[config.mk]
export PLATFORM = sky130hd
export DESIGN_NAME = am_road_finder
export DESIGN_NICKNAME = d
export VERILOG_FILES = /design/src/rtl/am_pkg.sv /design/src/rtl/am_pattern_slot.sv /design/src/rtl/am_lowest_pick.sv /design/src/rtl/am_readout.sv /design/src/rtl/am_road_finder.sv
export SDC_FILE = /design/constraint.sdc
export NUM_CORES = 2
export LEC_CHECK = 0
export BUFFER_PORTS_ARGS = -buffer_cell sky130_fd_sc_hd__clkbuf_2
export CAP_MARGIN = 0
export CORE_MARGIN = 3
export CORE_UTILIZATION = 60
export DETAILED_ROUTE_END_ITERATION = 16
export PLACE_DENSITY = 0.82
export RECOVER_POWER = 50
export SYNTH_ARGS = -nofsm -noshare
export SYNTH_HDL_FRONTEND = slang
export SYNTH_SLANG_ARGS = --single-unit
[constraint.sdc]
create_clock -name clk -period 6.4 [get_ports clk]
set_input_delay 1.28 -clock clk [delete_from_list [all_inputs] [get_ports clk]]
set_output_delay 1.28 -clock clk [all_outputs]
set_load 0.1 [all_outputs]
[src/rtl/am_pkg.sv]
`timescale 1ns/1ps
package am_pkg;
   typedef enum logic {
      ST_COLLECT = 1'b0,
      ST_READOUT = 1'b1
   } am_state_e;
endpackage

[src/rtl/am_pattern_slot.sv]
`timescale 1ns/1ps
module am_pattern_slot #(
   parameter int NUM_LAYERS = 8,
   parameter int WORD_W     = 16,
   parameter int LAYER_W    = $clog2(NUM_LAYERS),
   parameter int CNT_W      = $clog2(NUM_LAYERS + 1)
) (
   input  logic                         clk,
   input  logic                         rst_n,
   input  logic                         wr_en,
   input  logic [LAYER_W-1:0]           wr_layer,
   input  logic [WORD_W-1:0]            wr_word,
   input  logic [NUM_LAYERS-1:0]        hit_vld,
   input  logic [NUM_LAYERS*WORD_W-1:0] hit_bus,
   input  logic                         match_en,
   input  logic                         clr,
   input  logic [CNT_W-1:0]             thresh,
   output logic                         road
);
   logic [WORD_W-1:0]     words [NUM_LAYERS];
   logic [NUM_LAYERS-1:0] hit_eq;
   logic [NUM_LAYERS-1:0] flags;
   logic [CNT_W-1:0]      cnt;

   always_ff @(posedge clk or negedge rst_n) begin
      if (!rst_n) begin
         for (int i = 0; i < NUM_LAYERS; i++) words[i] <= '0;
      end else if (wr_en) begin
         for (int i = 0; i < NUM_LAYERS; i++)
            if (wr_layer == LAYER_W'(i)) words[i] <= wr_word;
      end
   end

   for (genvar g = 0; g < NUM_LAYERS; g++) begin : g_cmp
      assign hit_eq[g] = hit_vld[g] && (hit_bus[g*WORD_W +: WORD_W] == words[g]);
   end

   always_ff @(posedge clk or negedge rst_n) begin
      if (!rst_n)        flags <= '0;
      else if (clr)      flags <= '0;
      else if (match_en) flags <= flags | hit_eq;
   end

   always_comb begin
      cnt = '0;
      for (int i = 0; i < NUM_LAYERS; i++) cnt = cnt + CNT_W'(flags[i]);
   end

   assign road = (cnt >= thresh);


   flags_sticky_chk: assert property (@(posedge clk) disable iff (!rst_n)
      !clr |=> ((flags & $past(flags)) == $past(flags)));
endmodule

[src/rtl/am_lowest_pick.sv]
`timescale 1ns/1ps
module am_lowest_pick #(
   parameter int N  = 16,
   parameter int IW = $clog2(N)
) (
   input  logic [N-1:0]  req,
   output logic          any,
   output logic [IW-1:0] idx
);
   always_comb begin
      any = |req;
      idx = '0;
      for (int i = N - 1; i >= 0; i--)
         if (req[i]) idx = IW'(i);
   end
endmodule

[src/rtl/am_readout.sv]
`timescale 1ns/1ps
module am_readout
   import am_pkg::*;
#(
   parameter int NUM_PAT = 16,
   parameter int IDX_W   = $clog2(NUM_PAT)
) (
   input  logic               clk,
   input  logic               rst_n,
   input  logic [NUM_PAT-1:0] road_vec,
   input  logic               evt_end,
   input  logic               rd_rdy,
   output logic               in_ro,
   output logic               flag_clr,
   output logic               rd_vld,
   output logic [IDX_W-1:0]   rd_id,
   output logic               rd_eor
);
   am_state_e          state;
   logic [NUM_PAT-1:0] served;
   logic [NUM_PAT-1:0] pending;
   logic               has;
   logic [IDX_W-1:0]   pick;
   logic               accept;

   assign pending = road_vec & ~served;

   am_lowest_pick #(.N(NUM_PAT), .IW(IDX_W)) u_pick (
      .req (pending),
      .any (has),
      .idx (pick)
   );

   assign in_ro    = (state == ST_READOUT);
   assign rd_vld   = in_ro;
   assign rd_eor   = in_ro && !has;
   assign rd_id    = (in_ro && has) ? pick : '0;
   assign accept   = rd_vld && rd_rdy;
   assign flag_clr = accept && !has;

   always_ff @(posedge clk or negedge rst_n) begin
      if (!rst_n) begin
         state  <= ST_COLLECT;
         served <= '0;
      end else if (state == ST_COLLECT) begin
         served <= '0;
         if (evt_end) state <= ST_READOUT;
      end else if (accept) begin
         if (has) begin
            served[pick] <= 1'b1;
         end else begin
            served <= '0;
            state  <= ST_COLLECT;
         end
      end
   end


   hold_stable_chk: assert property (@(posedge clk) disable iff (!rst_n)
      (rd_vld && !rd_rdy) |=> ($stable(rd_id) && $stable(rd_eor) && rd_vld));


   ascend_chk: assert property (@(posedge clk) disable iff (!rst_n)
      (rd_vld && rd_rdy && !rd_eor) |=> (rd_eor || (rd_id > $past(rd_id))));


   eor_return_chk: assert property (@(posedge clk) disable iff (!rst_n)
      (rd_vld && rd_rdy && rd_eor) |=> !rd_vld);
endmodule

[src/rtl/am_road_finder.sv]
`timescale 1ns/1ps
module am_road_finder #(
   parameter int NUM_PAT    = 16,
   parameter int NUM_LAYERS = 8,
   parameter int WORD_W     = 16,
   localparam int IDX_W     = $clog2(NUM_PAT),
   localparam int LAYER_W   = $clog2(NUM_LAYERS),
   localparam int CNT_W     = $clog2(NUM_LAYERS + 1),
   localparam int BUS_W     = NUM_LAYERS * WORD_W
) (
   input  logic                  clk,
   input  logic                  rst_n,
   input  logic                  ld_we,
   input  logic [IDX_W-1:0]      ld_pat,
   input  logic [LAYER_W-1:0]    ld_layer,
   input  logic [WORD_W-1:0]     ld_word,
   input  logic                  thr_we,
   input  logic [CNT_W-1:0]      thr_val,
   input  logic [NUM_LAYERS-1:0] hit_vld,
   input  logic [BUS_W-1:0]      hit_bus,
   input  logic                  evt_end,
   input  logic                  rd_rdy,
   output logic                  rd_vld,
   output logic [IDX_W-1:0]      rd_id,
   output logic                  rd_eor
);
   if (NUM_PAT < 2)    begin : g_bad_pat   $error("NUM_PAT must be at least 2");    end
   if (NUM_LAYERS < 2) begin : g_bad_layer $error("NUM_LAYERS must be at least 2"); end
   if (WORD_W < 1)     begin : g_bad_word  $error("WORD_W must be positive");       end

   logic               in_ro;
   logic               flag_clr;
   logic [CNT_W-1:0]   thresh;
   logic [NUM_PAT-1:0] road_vec;

   always_ff @(posedge clk or negedge rst_n) begin
      if (!rst_n)
         thresh <= CNT_W'(NUM_LAYERS);
      else if (thr_we && !in_ro && (thr_val != '0) && (thr_val <= CNT_W'(NUM_LAYERS)))
         thresh <= thr_val;
   end

   for (genvar p = 0; p < NUM_PAT; p++) begin : g_pat
      am_pattern_slot #(
         .NUM_LAYERS (NUM_LAYERS),
         .WORD_W     (WORD_W),
         .LAYER_W    (LAYER_W),
         .CNT_W      (CNT_W)
      ) u_slot (
         .clk      (clk),
         .rst_n    (rst_n),
         .wr_en    (ld_we && !in_ro && (ld_pat == IDX_W'(p))),
         .wr_layer (ld_layer),
         .wr_word  (ld_word),
         .hit_vld  (hit_vld),
         .hit_bus  (hit_bus),
         .match_en (!in_ro),
         .clr      (flag_clr),
         .thresh   (thresh),
         .road     (road_vec[p])
      );
   end

   am_readout #(.NUM_PAT(NUM_PAT), .IDX_W(IDX_W)) u_ro (
      .clk      (clk),
      .rst_n    (rst_n),
      .road_vec (road_vec),
      .evt_end  (evt_end),
      .rd_rdy   (rd_rdy),
      .in_ro    (in_ro),
      .flag_clr (flag_clr),
      .rd_vld   (rd_vld),
      .rd_id    (rd_id),
      .rd_eor   (rd_eor)
   );


   thr_range_chk: assert property (@(posedge clk) disable iff (!rst_n)
      (thresh != '0) && (thresh <= CNT_W'(NUM_LAYERS)));


   ro_frozen_chk: assert property (@(posedge clk) disable iff (!rst_n)
      (in_ro && !flag_clr) |=> $stable(road_vec));
endmodule

==> Word level (Yosys, flattened, before mapping) <==
Index checks and enable logic that the tools add are counted.
{ "totals": {"ff_bits": 2197, "out_inout_bits": 6, "elab_cells": 794} }
{ "classes": {"add_sub_neg": 112, "n_lt_le_gt_ge": 19, "n_eq_ne": 152, "muxes": 58, "bitwise": 19, "n_reduce_logical": 287} }
{ "op_table": {"columns": ["cell", "count"], "rows": [
  ["$eq 16x16->1", 128],
  ["$add 4x1->4", 96],
  ["$mux 8", 32],
  ["$reduce_and 2->1", 128],
  ["$logic_and 1x1->1", 153],
  ["$or 8x8->8", 16],
  ["$mux 4", 17],
  ["$ge 4x4->1", 16],
  ["$mux 16", 3],
  ["$add 1x1->2", 16],
  ["$eq 4x4->1 const B", 8],
  ["$and 16x16->16", 1],
  ["$eq 4x3->1 const B", 4],
  ["$not 16->16", 1],
  ["$or 16x16->16", 1],
  ["$reduce_or 16->1", 1],
  ["$eq 3x3->1 const B", 4],
  ["$eq 4x2->1 const B", 2],
  ["$eq 3x2->1 const B", 2],
  ["$lt 4x5->1 const B", 1],
  ["$mux 1", 5],
  ["$demux 1 s4", 1],
  ["$eq 4x1->1 const B", 1],
  ["$ge 4x1->1 const B", 1],
  ["other kinds (7)", 9]
]} }

==> Longest topological paths before layout <==
{ "depth": {"depth_word": 33, "depth_mapped": 19} }

==> By module <==
A second synthesis with hierarchy kept.
{ "unflattened": {"cells_unflattened": 8286, "hier_area_um2": 110618.6} }
{ "by_module_without_submodules": {"columns": ["module", "n_inst", "cells_each", "area_each_um2", "seq_area_each_um2"], "rows": [
  ["am_pattern_slot", 16, 507, 6826.5, 3403.3],
  ["am_readout", 1, 88, 837.1, 425.4],
  ["am_road_finder", 1, 52, 380.4, 101.3],
  ["am_lowest_pick", 1, 34, 176.4, 0.0]
]} }

==> Worst setup path after synthesis <==
OpenSTA, ideal clock, no wires.
{ "synth_timing": {"path_kind": "flip-flop to output port", "startpoint": "register g_pat[7].u_slot.flags[0]", "endpoint": "output rd_id[1]", "t_arrival_ps": 6225, "setup_slack_ps": -1105, "path_stages_with_launch": 15, "path_buffers": 0, "cell_sequence": "dfrtp_1 -> ha_1 -> inv_1 -> fa_1 -> fa_1 -> fa_1 -> fa_1 -> xnor2_1 -> ha_1 -> o21ai_0 -> a221oi_1 -> nor4_1 -> a221oi_1 -> nor2_1 -> nor3_1"} }
{ "synth_via": {"elab_chain_cells": 18} }
{ "synth_rtl": {"columns": ["item", "line_no", "text"], "rows": [
  ["start: declaration", "am_pattern_slot.sv:22", "logic [NUM_LAYERS-1:0] flags;"],
  ["start signal: assignment", "am_pattern_slot.sv:41", "else if (match_en) flags <= flags | hit_eq;"],
  ["$add 1x1->2 *", "am_pattern_slot.sv:46", "for (int i = 0; i < NUM_LAYERS; i++) cnt = cnt + CNT_W'(flags[i]);"],
  ["$add 4x1->4 * (6 in a row)", "am_pattern_slot.sv:46", null],
  ["$ge 4x4->1 *", "am_pattern_slot.sv:49", "assign road = (cnt >= thresh);"],
  ["$and 16x16->16 *", "am_readout.sv:26", "assign pending = road_vec & ~served;"],
  ["$mux 4 (8 in a row)", "am_lowest_pick.sv:14", "if (req[i]) idx = IW'(i);"],
  ["$mux 4 *", "am_readout.sv:37", "assign rd_id = (in_ro && has) ? pick : '0;"],
  ["end: declaration", "am_road_finder.sv:24", "output logic [IDX_W-1:0] rd_id,"]
]} }
Mark *: on every way between the ends. The rest lies on a longest branch, timed or not.

==> Worst setup path after layout <==
{ "layout_timing": {"startpoint": "register g_pat[6].u_slot.flags[1]", "endpoint": "output rd_id[0]"} }
{ "layout_via": {"elab_chain_cells": 17} }
{ "layout_rtl": {"columns": ["item", "line_no"], "rows": [
  ["start: declaration", "am_pattern_slot.sv:22"],
  ["start signal: assignment", "am_pattern_slot.sv:41"],
  ["$add 1x1->2 *", "am_pattern_slot.sv:46"],
  ["$add 4x1->4 * (6 in a row)", "am_pattern_slot.sv:46"],
  ["$ge 4x4->1 *", "am_pattern_slot.sv:49"],
  ["$and 16x16->16 *", "am_readout.sv:26"],
  ["$mux 4 (7 in a row)", "am_lowest_pick.sv:14"],
  ["$mux 4 *", "am_readout.sv:37"]
]} }
Marks and branches as above.

==> out/results.md <==
| Step | Item | This run |
|:---|:---|:---|
| status | Status | finished, violations left |
| status | Failing checks | max-capacitance violations, max-slew violations, negative setup slack |
| cells and area | Layout cell share with drive strength beyond 1 | 31.94% |
| floorplan | Floorplan die area | 188,500 um2 |
| synthesis | Synth area leader | sky130_fd_sc_hd__dfrtp_1 |
| job | Max-cap violations | 13 |
| route | Wire length reported by the detailed router | 324.7 mm |
| route | Number of nets with antenna violations after routing | 0 |
| timing | Portion of the clock cycle consumed by the worst path in the final layout | 106.2% |
| route | Vias after detailed routing | 70,330 |
| worst setup path | Crit Path Category | reg2out |
| route | Routed WL per cell | 29.25 um |
| timing | Tightest hold margin | 0.4956 ns |
| clock tree | Htree depth | 4 |
| hold path | Hold depth | 1 |
| worst setup path | Worst reg2reg path depth | 6 |
| hold path | Worst hold path class | reg2reg |
| worst setup path | Series of cell instances along the critical path | ha_1 > inv_1 > fa_1 > fa_1 > fa_2 > fa_1 > inv_1 > ha_1 > a2111oi_4 > buf_4 > a2111oi_4 > a311oi_2 > and3_1 > a21oi_2 > nor2_2 > buf_6 > buf_12 |
| floorplan | Vertical die dimension | 434.2 um |
| worst setup path | Capture instance of the worst register-to-register path | g_pat[9].u_slot.flags[6]$_DFFE_PN0P_ |
| grt | Sum of overflow across all layers after global routing | 0 |
| route | Number of DRC violations after detailed routing | 0 |
| placement | Count of input and output buffers | 174 |
| power and ir drop | Static power due to leakage | 58.75 nW |
| synthesis | Most frequent cells after synthesis | 2,196 x sky130_fd_sc_hd__dfrtp_1, 1,969 x sky130_fd_sc_hd__mux2_2, 1,112 x sky130_fd_sc_hd__xor2_1, 950 x sky130_fd_sc_hd__xnor2_1, 528 x sky130_fd_sc_hd__clkbuf_1 |
| timing | Max_slew headroom | -178.4% |
| worst setup path | Slowest-stage cell, CP | sky130_fd_sc_hd__fa_1 |
| synthesis | Post-synthesis sequential element count | 2,197 |
| worst setup path | Required time reported for the critical path endpoint | 5.12 ns |
| synthesis | Share of async-settable or async-resettable flops after synthesis | 100.0% |
| clock tree | Clock transition at the register clock pins on the worst setup and hold paths after CTS | 0.06 ns |
| route | Pre-antenna DRT Iters | 6 |
| grt | Initial antenna violation count | 31 |
| worst setup path | Capturing element type of the critical path | output port |
| power and ir drop | Total power density per cell area | 292.3 nW/um2 |
| grt | Pin count of the biggest net entering global routing | 170 |
| timing | Setup WS post-layout | -0.3984 ns |
| grt | Global-route wire length before repair | 477.9 mm |
| synthesis | Post-synth EDFFs | 0 |
| clock tree | Root buffer selected by CTS | sky130_fd_sc_hd__clkbuf_16 |
| worst setup path | Crit path largest cell delay | 0.54 ns |
| synthesis | Nets in the synthesized netlist | 9,007 |
| worst setup path | Arrival time at the worst endpoint | 5.52 ns |
| floorplan | Effective utilization at floorplan | 60.59% |
| placement | Final weighted congestion in routability-driven placement | 0.9008 |
| synthesis | Sequential fraction of the synthesis area | 49.98% |
| worst setup path | Type of element launching the critical path | register |
| floorplan | Die boundary width | 434.2 um |
| synthesis | Netlist area before placement | 110,000 um2 |
| timing | Setup-failing EPs final | 5 |
| floorplan | Row count | 156 |
| timing | Final count of hold timing violations | 0 |
| cells and area | Area added between synthesis and finish | 9.339% |
| grt | GRT Util Overall | 34.40% |
| clock tree | Clock net sink count | 2,197 |
| route | Number of DRC markers in iteration 0 | 6,357 |
| clock tree | Buffers from clock root to sink, at most | 3 |
| worst setup path | Critical path peak fanout | 2 |
| timing | Total count of max-transition violations in the final report | 1,225 |
| timing | Min cycle time layout | 6.798 ns |
| worst setup path | Most used cell, CP | sky130_fd_sc_hd__fa_1 |
| synthesis | Area fraction of the dominant cell type after synthesis | 49.96% |
| clock tree | Clock latency of the later-clocked register in the worst-skew pair | 0.87 ns |
| floorplan | Core ar. | 181,500 um2 |
| worst setup path | Reg-to-Reg Start | u_ro.in_ro$_DFF_PN0_ |
| clock tree | CTS Buf Count | 220 |
| floorplan | Total I/O pin count | 175 |
| clock tree | Count of hold-fix buffers inserted at cts | 0 |
| timing | Final worst clock skew | 0.03714 ns |
| cells and area | Post-route core utilization | 66.25% |
| synthesis | Most instantiated library cell after synthesis | sky130_fd_sc_hd__dfrtp_1 |
| synthesis | Main area contributors after synthesis | sky130_fd_sc_hd__dfrtp_1 50%, sky130_fd_sc_hd__mux2_2 20%, sky130_fd_sc_hd__xor2_1 8.9%, sky130_fd_sc_hd__xnor2_1 7.6%, sky130_fd_sc_hd__clkbuf_1 1.8% |
| timing | Highest Clock Rate | 147.1 MHz |
| timing | RSZ-0062 raised after global routing | yes |
| synthesis | Prevailing post-synth register cell | sky130_fd_sc_hd__dfrtp_1 |
| placement | HPWL Detailed | 184.6 mm |
| cells and area | Count of fill cells added during filler insertion | 12,880 |
| worst setup path | Worst setup slack for register-to-register paths | 0.49 ns |
| synthesis | Syn_area_per_cell | 12.70 um2 |
| route | Ratio of routed vias to standard cells | 6.337 |
| synthesis | Yosys warning total | 0 |
| clock tree | Clock tree from TritonCTS | yes |
| synthesis | Cell count after synthesis | 8,662 |
| cells and area | Net count, final | 8,874 |
| timing | Pin slew with the least headroom to its limit | 4.175 ns |
| synthesis | Number of distinct library cells after synthesis | 67 |
| power and ir drop | Peak ir drop on the vdd network | 1.124 mV |
| placement | Pre-CTS setup slack | 0.1324 ns |
| grt | Number of global-route vias before repair | 72,790 |
| hold path | Start point of the worst min-delay path | u_ro.served[2]$_DFFE_PN0P_ |
| hold path | Endpoint of the worst hold-timing path | u_ro.served[2]$_DFFE_PN0P_ |
==> per-stage QoR <==
stage          TNS [ns]  cells  power, W  cell area, um2
2_1_floorplan   -0.2479   8662   0.01910          110000
3_3_place_gp          0  10660   0.02128          112600
3_5_place_dp          0  10660   0.02153          112600
4_1_cts          -1.416  11070   0.03494          120200
5_1_grt         -215.56  11090   0.03631          120200
6_report         -1.706  11100   0.03515          120300
==> state kept, by name (all words and copies together) (netlist names) <==
signal / cells
u_ro.in_ro: 1
g_pat.u_slot.flags: 128
thresh: 4
u_ro.served: 16
g_pat.u_slot.words: 2048
==> worst max-delay path by stage <==
| stage | start | to | slack [ns] | depth (start not counted) |
|---|---|---|---|---|
| final | g_pat[6].u_slot.flags[1]$_DFFE_PN0P_ | rd_id[0] | -0.40 | 17 |
| after global routing | g_pat[7].u_slot.flags[0]$_DFFE_PN0P_ | rd_id[1] | -0.52 | 17 |
| after CTS | g_pat[13].u_slot.flags[1]$_DFFE_PN0P_ | rd_id[1] | -0.36 | 19 |
| after detailed placement | g_pat[5].u_slot.flags[0]$_DFFE_PN0P_ | rd_id[0] | 0.13 | 17 |
| after global placement | g_pat[5].u_slot.flags[0]$_DFFE_PN0P_ | rd_id[0] | 0.23 | 17 |
| after floorplan | g_pat[7].u_slot.flags[0]$_DFFE_PN0P_ | rd_id[1] | -0.25 | 14 |
==> routing by layer <==
layer	global-route usage [%]	routed length (um)	up-vias
li1	-	-	29320
met1	44.24	125400	36950
met2	54.12	150700	3073
met3	7.699	28230	963
met4	19.25	20190	20
met5	0	119	-
==> cells by family (layout without fill, tap and decap cells) <==
family	Yosys count	after routing	synth area share, %
DFF	2197	2197	49.98
xor gates and xnor gates	2062	2062	16.42
muxes	2049	2049	21.25
and+or+nand+nor	1103	1103	5.574
buffers and inverters	850	893	3.098
AOI/OAI and AO/OA	225	225	1.235
adders and majority gates	176	176	2.439
other	0	23	0
==> power by group <==
group	internal (W)	total, W	switching, W	leakage, nW
logic	0.00265	0.00704	0.00439	24.6
clock network	0.00758	0.0131	0.00555	3.61
registers	0.0146	0.0150	0.000425	30.6
total	0.0248	0.0351	0.0104	58.7
==> worst max-delay path, delay by kind of cell, from the launching register on <==
| family | cells | cell delay (ns) |
|---|---|---|
| flip-flops | 1 | 0.40 |
| AO/OA/AOI/OAI | 4 | 0.78 |
| adder cells (fa/ha/maj) | 6 | 2.51 |
| AND/OR/NAND/NOR | 2 | 0.36 |
| buffers and inverters | 5 | 0.61 |
==> cells in the final DEF, fill, tap and decap left out, types with 89 or more instances in the layout <==
cell	n
sky130_fd_sc_hd__dfrtp_1	2196
sky130_fd_sc_hd__mux2_2	1969
sky130_fd_sc_hd__xor2_1	1112
sky130_fd_sc_hd__xnor2_1	950
sky130_fd_sc_hd__nand4_1	296
sky130_fd_sc_hd__nor3_1	264
sky130_fd_sc_hd__clkbuf_16	224
sky130_fd_sc_hd__inv_1	191
sky130_fd_sc_hd__nor4_1	179
sky130_fd_sc_hd__clkbuf_2	161
sky130_fd_sc_hd__a21oi_1	135
sky130_fd_sc_hd__ha_1	110
sky130_fd_sc_hd__nor2_1	109
sky130_fd_sc_hd__nand2_1	89
==> cell type report <==
class | count | area, um2 | share of cell area [%]
diodes | 23 | 57.56 | 0.04786
well taps | 2370 | 2965 | 2.466
inverters | 195 | 732.0 | 0.6086
repair buffers | 300 | 2156 | 1.793
clock buffers | 337 | 6550 | 5.446
flip-flops and latches | 2197 | 54980 | 45.72
multi-input cells | 5615 | 52040 | 43.28
clock inverters | 61 | 779.5 | 0.6482
==> repair_timing <==
item | in CTS | in global routing
endpoints found under the setup margin | 5 | 5
resized for setup | 61 | 22
hold endpoints to repair | 0 | 0
buffers inserted | 7 | 6
pin swaps | 10 | 20
Note: power is estimated with default switching activity, not from simulation.
